===== src/rtl/tcu_pkg.sv =====
package tcu_pkg;
   typedef enum logic [1:0] {
      SRC_TX_BIT    = 2'd0,
      SRC_RX_PULSE  = 2'd1,
      SRC_RX_SAMPLE = 2'd2,
      SRC_RX_ONE    = 2'd3
   } tick_src_e;

   localparam int unsigned DEF_CNT_W  = 16;
   localparam int unsigned DEF_TIME_W = 32;
   localparam int unsigned DEF_NSRC   = 4;
endpackage


===== src/rtl/tcu_src_mux.sv =====
module tcu_src_mux #(
   parameter int unsigned N_SRC = 4,
   parameter int unsigned SEL_W = 2
) (
   input  logic [N_SRC-1:0] src,
   input  logic [SEL_W-1:0] sel,
   output logic             tick
);
   logic [N_SRC-1:0] hit;

   for (genvar i = 0; i < N_SRC; i++) begin : g_hit
      assign hit[i] = src[i] && (sel == SEL_W'(i));
   end

   assign tick = |hit;
endmodule


===== src/rtl/tcu_counter.sv =====
module tcu_counter #(
   parameter int unsigned W = 16
) (
   input  logic         clk,
   input  logic         rst_n,
   input  logic         inc,
   output logic [W-1:0] value
);
   localparam logic [W-1:0] STEP = W'(1);

   always_ff @(posedge clk) begin
      if (!rst_n)   value <= '0;
      else if (inc) value <= value + STEP;
   end
endmodule


===== src/rtl/tcu_capture.sv =====
module tcu_capture #(
   parameter int unsigned W = 16
) (
   input  logic         clk,
   input  logic         rst_n,
   input  logic         load,
   input  logic [W-1:0] d,
   output logic [W-1:0] q
);
   always_ff @(posedge clk) begin
      if (!rst_n)    q <= '0;
      else if (load) q <= d;
   end
endmodule


===== src/rtl/tick_capture_unit.sv =====
module tick_capture_unit #(
   parameter int unsigned CNT_W    = tcu_pkg::DEF_CNT_W,
   parameter int unsigned TIME_W   = tcu_pkg::DEF_TIME_W,
   parameter int unsigned N_SRC    = tcu_pkg::DEF_NSRC,
   parameter int unsigned ADDR_W   = 4,
   parameter int unsigned DATA_W   = 32,
   parameter int unsigned SEL_OFS  = 4,
   parameter int unsigned TIME_OFS = 8
) (
   input  logic              clk,
   input  logic              rst_n,
   input  logic [N_SRC-1:0]  tick_src,
   input  logic              sof,
   input  logic              wr_en,
   input  logic [ADDR_W-1:0] wr_addr,
   input  logic [DATA_W-1:0] wr_data,
   input  logic [ADDR_W-1:0] rd_addr,
   output logic [DATA_W-1:0] rd_data
);
   localparam int unsigned SEL_W = (N_SRC > 1) ? $clog2(N_SRC) : 1;
   localparam logic [ADDR_W-1:0] A_SEL  = ADDR_W'(SEL_OFS);
   localparam logic [ADDR_W-1:0] A_TIME = ADDR_W'(TIME_OFS);

   if (CNT_W < 1 || CNT_W > DATA_W) begin : g_bad_cnt
      $error("CNT_W must be between 1 and DATA_W");
   end
   if (TIME_W < 1 || TIME_W > DATA_W) begin : g_bad_time
      $error("TIME_W must be between 1 and DATA_W");
   end
   if (SEL_OFS == TIME_OFS) begin : g_bad_ofs
      $error("register offsets must differ");
   end
   if (SEL_W > DATA_W) begin : g_bad_sel
      $error("select field wider than data bus");
   end

   logic [SEL_W-1:0]  sel_q;
   logic              sel_wr;
   logic              tick_sel;
   logic [CNT_W-1:0]  cnt;
   logic [CNT_W-1:0]  cap;
   logic [TIME_W-1:0] time_v;

   assign sel_wr = wr_en && (wr_addr == A_SEL);

   always_ff @(posedge clk) begin
      if (!rst_n)      sel_q <= '0;
      else if (sel_wr) sel_q <= wr_data[SEL_W-1:0];
   end

   tcu_src_mux #(.N_SRC(N_SRC), .SEL_W(SEL_W)) u_mux (
      .src  (tick_src),
      .sel  (sel_q),
      .tick (tick_sel)
   );

   tcu_counter #(.W(CNT_W)) u_evt (
      .clk   (clk),
      .rst_n (rst_n),
      .inc   (tick_sel),
      .value (cnt)
   );

   tcu_capture #(.W(CNT_W)) u_cap (
      .clk   (clk),
      .rst_n (rst_n),
      .load  (sof),
      .d     (cnt),
      .q     (cap)
   );

   tcu_counter #(.W(TIME_W)) u_time (
      .clk   (clk),
      .rst_n (rst_n),
      .inc   (1'b1),
      .value (time_v)
   );

   always_comb begin
      rd_data = '0;
      if (rd_addr == A_SEL)       rd_data = DATA_W'(cap);
      else if (rd_addr == A_TIME) rd_data = DATA_W'(time_v);
   end
endmodule


===== config.mk =====
export PLATFORM = sky130hd
export DESIGN_NAME = tick_capture_unit
export DESIGN_NICKNAME = d
export VERILOG_FILES = /design/src/rtl/tcu_pkg.sv /design/src/rtl/tcu_src_mux.sv /design/src/rtl/tcu_counter.sv /design/src/rtl/tcu_capture.sv /design/src/rtl/tick_capture_unit.sv
export SDC_FILE = /design/constraint.sdc
export NUM_CORES = 1
export LEC_CHECK = 0
export CAP_MARGIN = 10
export CORE_AREA = 2 2 77 79
export CTS_CLUSTER_DIAMETER = 200
export DETAILED_ROUTE_END_ITERATION = 10
export DIE_AREA = 0 0 79 81
export DONT_BUFFER_PORTS = 1
export PLACE_DENSITY = 0.79
export SLEW_MARGIN = 20
export SYNTH_ARGS = -nofsm -noshare
export SYNTH_HDL_FRONTEND = slang
export SYNTH_HIERARCHICAL = 1
export SYNTH_SLANG_ARGS = --single-unit

===== constraint.sdc =====
create_clock -name clk -period 2.5 [get_ports clk]
set_input_delay 0.375 -clock clk [delete_from_list [all_inputs] [get_ports clk]]
set_output_delay 0.375 -clock clk [all_outputs]
set_load 0.05 [all_outputs]

* Word-level counts from Yosys, hierarchy flattened
Index checks and enable logic that the tools add are counted.
** Operators by class
- Add/subtract/negate cells :: 2
- Equality and inequality tests :: 6
- Multiplexer cells :: 2
- Reductions and logical operators :: 7
** Operators with widths (number)
- 32-bit 2-to-1 mux :: 2
- 32-bit by 1-bit adder with 32-bit output, second input constant :: 1
- 16-bit by 1-bit adder with 16-bit output, second input constant :: 1
- 4-bit by 3-bit == test with 1-bit output, second input constant :: 2
- 1-bit logical AND :: 5
- 2-bit == test, second input constant :: 2
- 4-bit == test, second input constant :: 1
- 4-bit OR reduction :: 1
- 2-bit by 1-bit == test with 1-bit output, second input constant :: 1
- 2-bit zero test :: 1
** Storage, ports and cells
- Bits of input ports :: 48
- Flip-flop bits (word level) :: 66
- Logic and storage cells :: 21
- Output and inout port bits :: 32

* Depth between registers and ports, before layout
Gate-level depths: netlist (run 1).
- Word-level depth :: 3
- Gate-level depth with buffers :: 7
- Depth with buffers taken out :: 5

* Cells and area by module
The synthesis (run 1) kept the hierarchy.
** Modules (own cells, without submodules)
- tcu_counter (u_time) :: sequential area each 640.6 um^2, area an instance 1562.7 um^2, cells each 176, times used 1
- tcu_counter (u_evt) :: sequential area each 320.3 um^2, area an instance 744.5 um^2, cells each 83, times used 1
- tcu_capture :: sequential area each 320.3 um^2, area an instance 615.6 um^2, cells each 51, times used 1
- tick_capture_unit :: sequential area each 40.0 um^2, area an instance 436.7 um^2, cells each 49, times used 1
- tcu_src_mux :: sequential area each 0.0 um^2, area an instance 22.5 um^2, cells each 1, times used 1

* Worst setup path after synthesis (run 1)
OpenSTA, ideal clock, no wires.
- Path kind :: register -> register
- Start point :: reg u_time.value[8]
- End point :: reg u_time.value[24]
- Period minus slack after synthesis :: 1.782 ns
- Arrival time :: 1.650 ns
- Stages on the path, launching flop included :: 7
- Buffers on the path :: 2
- Library setup time :: 0.131 ns
- Data required time :: 2.369 ns
- Slack :: 0.718 ns
- Cell sequence :: dfxtp_1 nand4_2 or4_4 buf_6 buf_8 o311ai_2 o41ai_2
** Between the ends
- Longest elaborated chain between the ends :: 1
** RTL lines
- from (decl) :: RTL line tcu_counter.sv:7 : output logic [W-1:0] value
- from (signal assigned) :: RTL line tcu_counter.sv:13 : else if (inc) value <= value + STEP;
- 32-bit by 1-bit adder with 32-bit output :: RTL line tcu_counter.sv:13
No other way between the ends.
A chain may end at the register's enable or synchronous reset.

* Final worst setup path (run 1)
- Start point :: reg u_time.value[2]
- End point :: reg u_time.value[22]
Same word-level chain as after synthesis.

==> results of run 1 <==
==> logic make-up (layout without fill, tap and decap cells) <==
kind of cell | count (synthesis) | after routing | share of synthesized area, %
AOI/OAI and AO/OA | 50 | 50 | 12.2
xor gates and xnor gates | 23 | 23 | 5.96
adders and majority gates | 2 | 2 | 0.740
buffers and inverters | 30 | 47 | 5.55
DFF | 66 | 66 | 39.1
muxes | 27 | 27 | 8.36
other | 1 | 1 | 0.111
and+or+nand+nor | 161 | 161 | 28.0
==> state kept, by name (all words and copies together) (netlist names) <==
register / count
sel_q: 2
u_time/value: 32
u_cap/q: 16
u_evt/value: 16
==> worst max-delay path, delay by kind of cell, from the launching register on <==
kind	cells	cell delay (ns)
and+or+nand+nor	3	1.52
DFF	1	0.44
AOI/OAI and AO/OA	1	0.15
==> worst max path at each step <==
| stage | startpoint | endpoint | slack [ns] |
|---|---|---|---|
| after global routing | u_time/value[2] | u_time/value[26] | 0.09 |
| after global placement | u_time/value[2] | u_time/value[22] | 0.51 |
| after detailed placement | u_time/value[2] | u_time/value[22] | 0.40 |
| after floorplan | u_time/value[8] | u_time/value[24] | 0.72 |
| final | u_time/value[2] | u_time/value[22] | 0.31 |
| after CTS | u_time/value[2] | u_time/value[22] | 0.38 |
==> layer usage <==
layer,vias to the layer above,track usage (%),part of all wire [%]
li1,1313,-,-
met1,1293,27.1,41
met2,80,42.5,52
met3,21,5.78,4.4
met4,0,12.1,2.9
met5,-,0,0
==> synth_stat cells (6+ instances only) <==
cell	instances
dfxtp_1	66
nand2_1	28
mux2i_1	26
nor2_1	26
and2_1	17
nor2b_1	16
xor2_1	13
a22o_2	12
nand2b_1	12
nand3_1	12
nand4_1	12
clkbuf_1	11
xnor2_1	10
a21oi_1	9
inv_1	9
o41ai_1	8
nor4_1	7
buf_6	6
==> final cells by class <==
cell class	instances	area (um^2)
clock buffers	11	141
clock inverters	5	77.6
fillers	423	1720
inverters	9	33.8
multi-input cells	264	1870
flip-flops and latches	66	1320
well taps	75	93.8
repair buffers	22	415
==> power by group <==
| group | switching, uW | leakage [uW] | internal (uW) |
|---|---|---|---|
| clock network | 399 | 0.000109 | 585 |
| logic | 34.8 | 0.000754 | 31.2 |
| registers | 11.5 | 0.000532 | 1060 |
==> layout by cell type, fill, tap and decap left out, drive strengths merged, types with 9 or more instances in the layout <==
cell type / instances
dfxtp: 66
nand2: 28
mux2i: 26
nor2: 26
buf: 22
and2: 17
nor2b: 16
a22o: 16
nand4: 14
xor2: 13
nand3: 12
nand2b: 12
clkbuf: 11
xnor2: 10
inv: 9
a21oi: 9
o41ai: 9
==> per-stage QoR <==
step / hold slack [ns] / util, % / worst slack, ns / instances / total power [uW]
floorplan: 0.438 / - / 0.718 / 360 / 1170
global placement: 0.450 / 65.9 / 0.506 / 436 / 1160
detailed placement: 0.467 / 65.9 / 0.404 / 436 / 1160
CTS: 0.156 / 69.7 / 0.378 / 452 / 2140
global route: 0.155 / 69.7 / 0.0868 / 452 / 2200
finish: 0.162 / 69.7 / 0.311 / 452 / 2120
==> summary.txt, run 1 <==
syn_nets: 410
CP required: 2.77 ns
CTS H-tree depth: 3
leakage power: 0.00140 uW
ys flop type: dfxtp_1
main area contributors after synthesis: dfxtp_1, mux2i_1, a22o_2
Worst R2R End: u_time/value[22]
CTS Hold Buffers Added: 0
Routed Wire Length: 7310 um
Tcrit/Tclk final: 87.6%
Longest Clk Path Bufs: 2
slew margin rel.: 54.7%
Routed wire per std cell: 16.2 um
Starting Density: 59.6%
Setup TNS Final: 0 ns
mapped cell area: 0.00338 mm^2
WHS Path Cells: 1
clk_skew: 0.00864 ns
outcome: finished, final reports clean
Final min period: 2.19 ns
cts bufs inserted: 9
area delta synth->final: 17.0%
I/O pins: 80
Arr. time, crit path: 2.46 ns
design area: 0.00396 mm^2
Placed Area: 0.00374 mm^2
Clock transition at path regs: 0.07 ns
Die W: 79 um
Synth Instances: 360
critical path type: flop to flop
Worst setup SP type: flop
Worst Tran Pin Value: 0.678 ns
Min-Delay Endpoint: u_cap/q[15]
n_diodes: 0
area share of the largest cell type after synthesis: 39.1%
post-CTS resize count: 0
cell taking the most area after synthesis: dfxtp_1
HP Start: rst_n
RSZ-0062 raised after global routing: no
vias in the first global route: 2546
RR Startpoint: u_time/value[2]
Yosys warning count: 6
slowest cell delay on critical path: 0.59 ns
overall track demand over capacity in global routing: 24.0%
Post-CTS Setup Bufs: 0
worst-path fanout max: 12
Via Count: 2707
Avg Cell Area, Syn: 9.39 um^2
Power per Cell Area: 537 mW/mm^2
PortBufs: 0
Vias per Instance: 5.99
GPL Wtd Cong: 0.821
Unique masters post-synth: 48
Core ar.: 0.00568 mm^2
initial antenna violation count: 0
R2R cell count: 4
TritonCTS clock tree: done
Skew-Pair Late Insertion Delay: 0.35 ns
kind of end point of the critical path: flop
drt drc: 0
Max Fclk: 457 MHz
initial DRC count: 228
Die Ht: 81 um
critical path's slowest cell: or4_1
fraction of registers with async set/reset: 0%
nets: 422
synthesized flop and latch total: 66
clk sink count: 66
Hold Fails Final Rpt: 0
peak supply drop: 0.493 mV
sequential area share after synthesis: 39.1%
Overflow after GRT: 0
critical path, cell by cell: and4_1, nand4_1, or4_1, a21oi_1
Post-synth EDFFs: 0
Hold WC Path Type: input pin to flop
Final ANT Viol Nets: 0
CTS Root Cell: clkbuf_8
Slew Limit Fails: 0
Setup Viol. Count Final: 0
first-pass GRT wire length: 12000 um
First-pass DRT Iterations: 5
number of core rows: 28
full die area: 0.00640 mm^2
largest net degree at the start of global routing: 51
MaxCap Viol Count: 0
layout cells sized above 1: 16.4%
dpl hpwl: 4990 um
reg2reg setup slack: 0.31 ns
Power figures use the tool's default switching activity.
==> inputs of run 2 (changes only) <==
Settings changed: RECOVER_POWER from default to 100.
==> run 2 against run 1 <==
Die area did not move. Final cell count did not move. Critical path type unchanged. Non-clock buffer count did not move.
==> summary.txt, run 2 (same netlist as run 1, synthesis figures left out) <==
worst-path fanout max: 16 (+4)
CP required: 2.71 ns (-0.06 ns)
RSZ-0062 raised after global routing: no
clk sink count: 66 (unchanged)
PortBufs: 0 (unchanged)
dpl hpwl: 4990 um (unchanged)
I/O pins: 80 (unchanged)
met2 Track Usage GR: 42.5% (unchanged)
outcome: finished, final reports clean
Routed Wire Length: 7250 um (-0.88%)
Hold Fails Final Rpt: 0 (unchanged)
n_diodes: 0 (unchanged)
MaxCap Viol Count: 0 (unchanged)
Starting Density: 59.6% (unchanged)
largest net degree at the start of global routing: 51 (unchanged)
number of core rows: 28 (unchanged)
Die Ht: 81 um (unchanged)
Worst Tran Pin Value: 0.749 ns (+0.0710 ns)
Arr. time, crit path: 2.49 ns (+0.03 ns)
critical path type: flop to flop
most frequent cells in the layout: dfxtp_1, nand2_1, mux2i_1, nor2_1
design area: 0.00383 mm^2 (-3.1%)
leakage power: 0.00133 uW (-4.7%)
Overflow after GRT: 0 (unchanged)
Slew Limit Fails: 0 (unchanged)
Worst setup SP type: flop
GR peak layer: met2
Hold WC Path Type: input pin to flop
TritonCTS clock tree: done
initial DRC count: 206 (-9.6%)
Skew-Pair Late Insertion Delay: 0.35 ns (about the same)
Routed wire per std cell: 16.0 um (-0.88%)
Final min period: 2.28 ns (+0.0884 ns)
Tcrit/Tclk final: 91.1% (+3.5 points)
area delta synth->final: 13.4%
Power per Cell Area: 553 mW/mm^2 (+3.0%)
most common cell after layout, fill and taps aside: dfxtp_1
vias in the first global route: 2546 (unchanged)
Core ar.: 0.00568 mm^2 (unchanged)
Post-CTS Setup Bufs: 0 (unchanged)
Setup TNS Final: 0 ns (unchanged)
Largest register FFs: 32 (unchanged)
Longest Clk Path Bufs: 2 (unchanged)
CTS Root Cell: clkbuf_8
full die area: 0.00640 mm^2 (unchanged)
peak supply drop: 0.488 mV (-0.97%)
Via Count: 2719 (+0.44%)
initial antenna violation count: 0 (unchanged)
first-pass GRT wire length: 12000 um (unchanged)
post-CTS resize count: 0 (unchanged)
Die W: 79 um (unchanged)
CTS H-tree depth: 3 (unchanged)
Final ANT Viol Nets: 0 (unchanged)
clk_skew: 0.00800 ns (-0.000645 ns)
Largest regs: u_time/value (32), u_cap/q (16), u_evt/value (16)
Vias per Instance: 6.02 (+0.44%)
Biggest register: u_time/value
First-pass DRT Iterations: 5 (unchanged)
CTS Hold Buffers Added: 0 (unchanged)
met3 Use GR: 5.78% (unchanged)
Clock transition at path regs: 0.07 ns (about the same)
GR Layer Usage met1: 27.1% (unchanged)
Placed Area: 0.00374 mm^2 (unchanged)
Setup Viol. Count Final: 0 (unchanged)
slew margin rel.: 50.1% (-4.7 points)
cts bufs inserted: 9 (unchanged)
overall track demand over capacity in global routing: 24.0% (unchanged)
nets: 422 (unchanged)
drt drc: 0 (unchanged)
GPL Wtd Cong: 0.821 (unchanged)
kind of end point of the critical path: flop
Max Fclk: 439 MHz (-3.9%)
layout cells sized above 1: 10.9% (-5.6 points)
==> run 2: cell types whose count changed in the layout (fill, tap and decap cells not counted), sizes merged <==
| cell | previous run | this run |
|---|---|---|
| buf | 22 | 17 |
| dlymetal6s2s | 0 | 1 |
| clkbuf | 11 | 15 |
==> run 2: path summary, 6_finish.rpt <==
kind | from | slack [ns] | endpoint | cells past startpoint
worst max-delay path | u_time/value[8] | 0.22 | u_time/value[24] | 4
worst min-delay path | rst_n | 0.16 | u_cap/q[15] | 1
worst max register to register | u_time/value[8] | 0.22 | u_time/value[24] | 4
worst min register to register | sel_q[0] | 0.47 | sel_q[0] | 2
==> run 2: worst max-delay path: stages, from the launching register on <==
cell	delay (ns)
dfxtp_1	0.45
nand4_1	0.24
or4_1	0.81
o311ai_0	0.51
o41ai_2	0.14
==> run 2: cell type report <==
| cell class | count | area [um^2] |
|---|---|---|
| Clock buffer | 11 | 141 |
| Fill cell | 453 | 1840 |
| Multi-Input combinational cell | 264 | 1810 |
| Clock inverter | 5 | 77.6 |
| Inverter | 9 | 33.8 |
| Sequential cell | 66 | 1320 |
| Tap cell | 75 | 93.8 |
| Timing Repair Buffer | 22 | 357 |
==> run 2: power breakdown <==
part	leakage, uW	internal [uW]	switching [uW]
Combinational	0.000689	30.4	33.9
Clock	0.000109	585	400
Sequential	0.000532	1060	9.71
Total	0.00133	1680	444
==> run 2: routing by layer <==
metal  part of all wire (%)  routed length [um]
met2                     51                3710
met5                      0                   0
met1                     40                2930
met3                    4.9                 358
met4                    3.4                 248
==> run 2: per-stage QoR <==
| step | cells | util [%] | setup slack, ns | total power [uW] | hold WS, ns |
|---|---|---|---|---|---|
| 6_report | 452 | 67.6 | 0.222 | 2120 | 0.163 |
| 5_1_grt | 452 | 67.6 | 0.0894 | 2190 | 0.153 |
| 4_1_cts | 452 | 69.7 | 0.378 | 2140 | 0.156 |
| 3_5_place_dp | 436 | 65.9 | 0.404 | 1160 | 0.467 |
| 3_3_place_gp | 436 | 65.9 | 0.506 | 1160 | 0.450 |
| 2_1_floorplan | 360 | - | 0.718 | 1170 | 0.438 |
==> inputs of run 3 (changes only) <==
Clock period 2.5 ns to 2.1 ns, I/O delays scaled along.
==> run 3 against run 2 <==
Clock power grew 9%. Critical endpoint is now u_time/value[31]. Cell area grew 4.2%. Utilization grew 2.9 points. Total power grew 15%. First-iteration DRC count shrank 23%. Clock skew shrank 0.0020 ns. Register-to-register slack lost 0.12 ns. Sequential power grew 20%. Final cell count grew 4.0%. Largest power group unchanged.
==> summary.txt, run 3 (same netlist as run 1, synthesis figures left out) <==
CTS H-tree depth: 3 (unchanged)
Max Fclk: 500 MHz (+14%)
fin util: 70.4% (+2.9 points)
critical path type: flop to flop
Worst setup SP type: flop
full die area: 0.00640 mm^2 (unchanged)
Setup Viol. Count Final: 0 (unchanged)
I/O pins: 80 (unchanged)
Biggest register: u_time/value
Hold Fails Final Rpt: 0 (unchanged)
design area: 0.00400 mm^2 (+4.2%)
Metal-1 WL: 3070 um (+4.9%)
Core ar.: 0.00568 mm^2 (unchanged)
CP bufs+invs: 0 (unchanged)
Routed met2 length: 4090 um (+10%)
Final min period: 2.00 ns (-0.277 ns)
Slew Limit Fails: 0 (unchanged)
kind of end point of the critical path: flop
slowest cell delay on critical path: 0.66 ns (-0.15 ns)
Cells after DPL: 454 (+4.1%)
layout cells sized above 1: 19.5% (+8.6 points)
Largest regs: u_time/value (32), u_cap/q (16), u_evt/value (16)
Clock power frac: 44.0% (-2.5 points)
outcome: finished, final reports clean
Placed Area: 0.00402 mm^2 (+7.6%)
Die W: 79 um (unchanged)
dpl hpwl: 5230 um (+4.8%)
Die Ht: 81 um (unchanged)
internal cell power: 1910 uW (+14%)
reg2reg setup slack: 0.1 ns (-0.12 ns)
critical path, cell by cell: nand4_2, or4_4, nor4_1, mux2i_1
GPL Wtd Cong: 0.882 (+7.5%)
Top Layer Used: met4
clk_skew: 0.00603 ns (-0.00197 ns)
Longest Clk Path Bufs: 2 (unchanged)
Setup TNS Final: 0 ns (unchanged)
Routed Wire Length: 7650 um (+5.5%)
first-pass GRT wire length: 12900 um (+7.4%)
overall track demand over capacity in global routing: 25.8% (+1.8 points)
critical path's slowest cell: or4_4
CTS Hold Buffers Added: 0 (unchanged)
Vias per Instance: 6.01 (-0.15%)
peak supply drop: 0.460 mV (-5.7%)
CTS Root Cell: clkbuf_8
TritonCTS clock tree: done
Routed wire per std cell: 16.3 um (+1.5%)
Starting Density: 59.6% (unchanged)
logic gate share of total power: 3.5% (+0.5 points)
Reg power frac: 52.6% (+2.1 points)
final instance count without filler cells: 470 (+4.0%)
Worst path top cell family by delay: simple AND/OR/NAND/NOR gates
post-CTS resize count: 0 (unchanged)
Overflow after GRT: 0 (unchanged)
switch share: 21.2% (+0.29 points)
Final ANT Viol Nets: 0 (unchanged)
Skew-Pair Late Insertion Delay: 0.34 ns (about the same)
Worst Tran Pin Value: 0.697 ns (-0.0525 ns)
most common cell after layout, fill and taps aside: dfxtp_1
most frequent cells in the layout: dfxtp_1, nand2_1, mux2i_1, nor2_1, buf_12
Tcrit/Tclk final: 95.3% (+4.2 points)
vias in the first global route: 2785 (+9.4%)
n_diodes: 0 (unchanged)
wire length on met3: 322 um (-10%)
slew margin rel.: 53.5% (+3.5 points)
Arr. time, crit path: 2.28 ns (-0.21 ns)
RSZ-0062 raised after global routing: no
Hold WC Path Type: input pin to flop
worst-path fanout max: 16 (unchanged)
nets: 440 (+4.3%)
Post-CTS Setup Bufs: 0 (unchanged)
Clock transition at path regs: 0.07 ns (about the same)
Largest register FFs: 32 (unchanged)
PortBufs: 0 (unchanged)
initial DRC count: 158 (-23%)
leakage power: 0.00145 uW (+9.0%)
largest net degree at the start of global routing: 51 (unchanged)
number of core rows: 28 (unchanged)
drt drc: 0 (unchanged)
First-pass DRT Iterations: 4 (-1)
initial antenna violation count: 0 (unchanged)
MaxCap Viol Count: 0 (unchanged)
cts bufs inserted: 9 (unchanged)
Via Count: 2823 (+3.8%)
Net Sw Power: 516 uW (+16%)
Power per Cell Area: 608 mW/mm^2 (+10%)
clk sink count: 66 (unchanged)
area delta synth->final: 18.2%
CP required: 2.37 ns (-0.34 ns)
run 3: metrics by stage:
| stage | worst slack [ns] | power [uW] | hold slack (ns) |
|---|---|---|---|
| 6_report | 0.0994 | 2430 | 0.113 |
| 5_1_grt | 0.0514 | 2510 | 0.112 |
| 4_1_cts | 0.102 | 2450 | 0.100 |
| 3_5_place_dp | 0.117 | 1390 | 0.456 |
| 3_3_place_gp | 0.165 | 1380 | 0.450 |
| 2_1_floorplan | 0.318 | 1390 | 0.438 |
run 3: final timing paths:
check / start / to / cells past startpoint
hold reg to reg: u_time/value[31] / u_time/value[31] / 2
setup reg to reg: u_time/value[9] / u_time/value[31] / 4
hold / removal: wr_data[1] / sel_q[1] / 2
setup / recovery: u_time/value[9] / u_time/value[31] / 4
run 3: power groups by stage:
stage	clock [uW]	sequential (uW)	combinational (uW)
3_5_place_dp	0	1310	85.2
5_1_grt	1140	1280	92.8
4_1_cts	1090	1280	85.3
2_1_floorplan	0	1300	89.3
3_3_place_gp	0	1300	78.1
6_report	1070	1280	84.4
run 3: routing by layer:
layer  global-route usage [%]  vias up
li1                         -     1356
met3                     3.78       18
met2                     46.4       78
met1                     29.0     1371
met5                        0        -
met4                     15.3        0
run 3: worst register-to-register path, cell delays in order, from the launching register on:
cell     delay, ns
dfxtp_1       0.43
nand4_2       0.18
or4_4         0.66
nor4_1        0.46
mux2i_1       0.22
run 3: area by class of cell:
class,instances,area [um^2]
clock inverters,2,35.0
multi-input cells,264,1870
flip-flops and latches,66,1320
inverters,9,33.8
fillers,415,1680
well taps,75,93.8
clock buffers,14,163
repair buffers,40,485
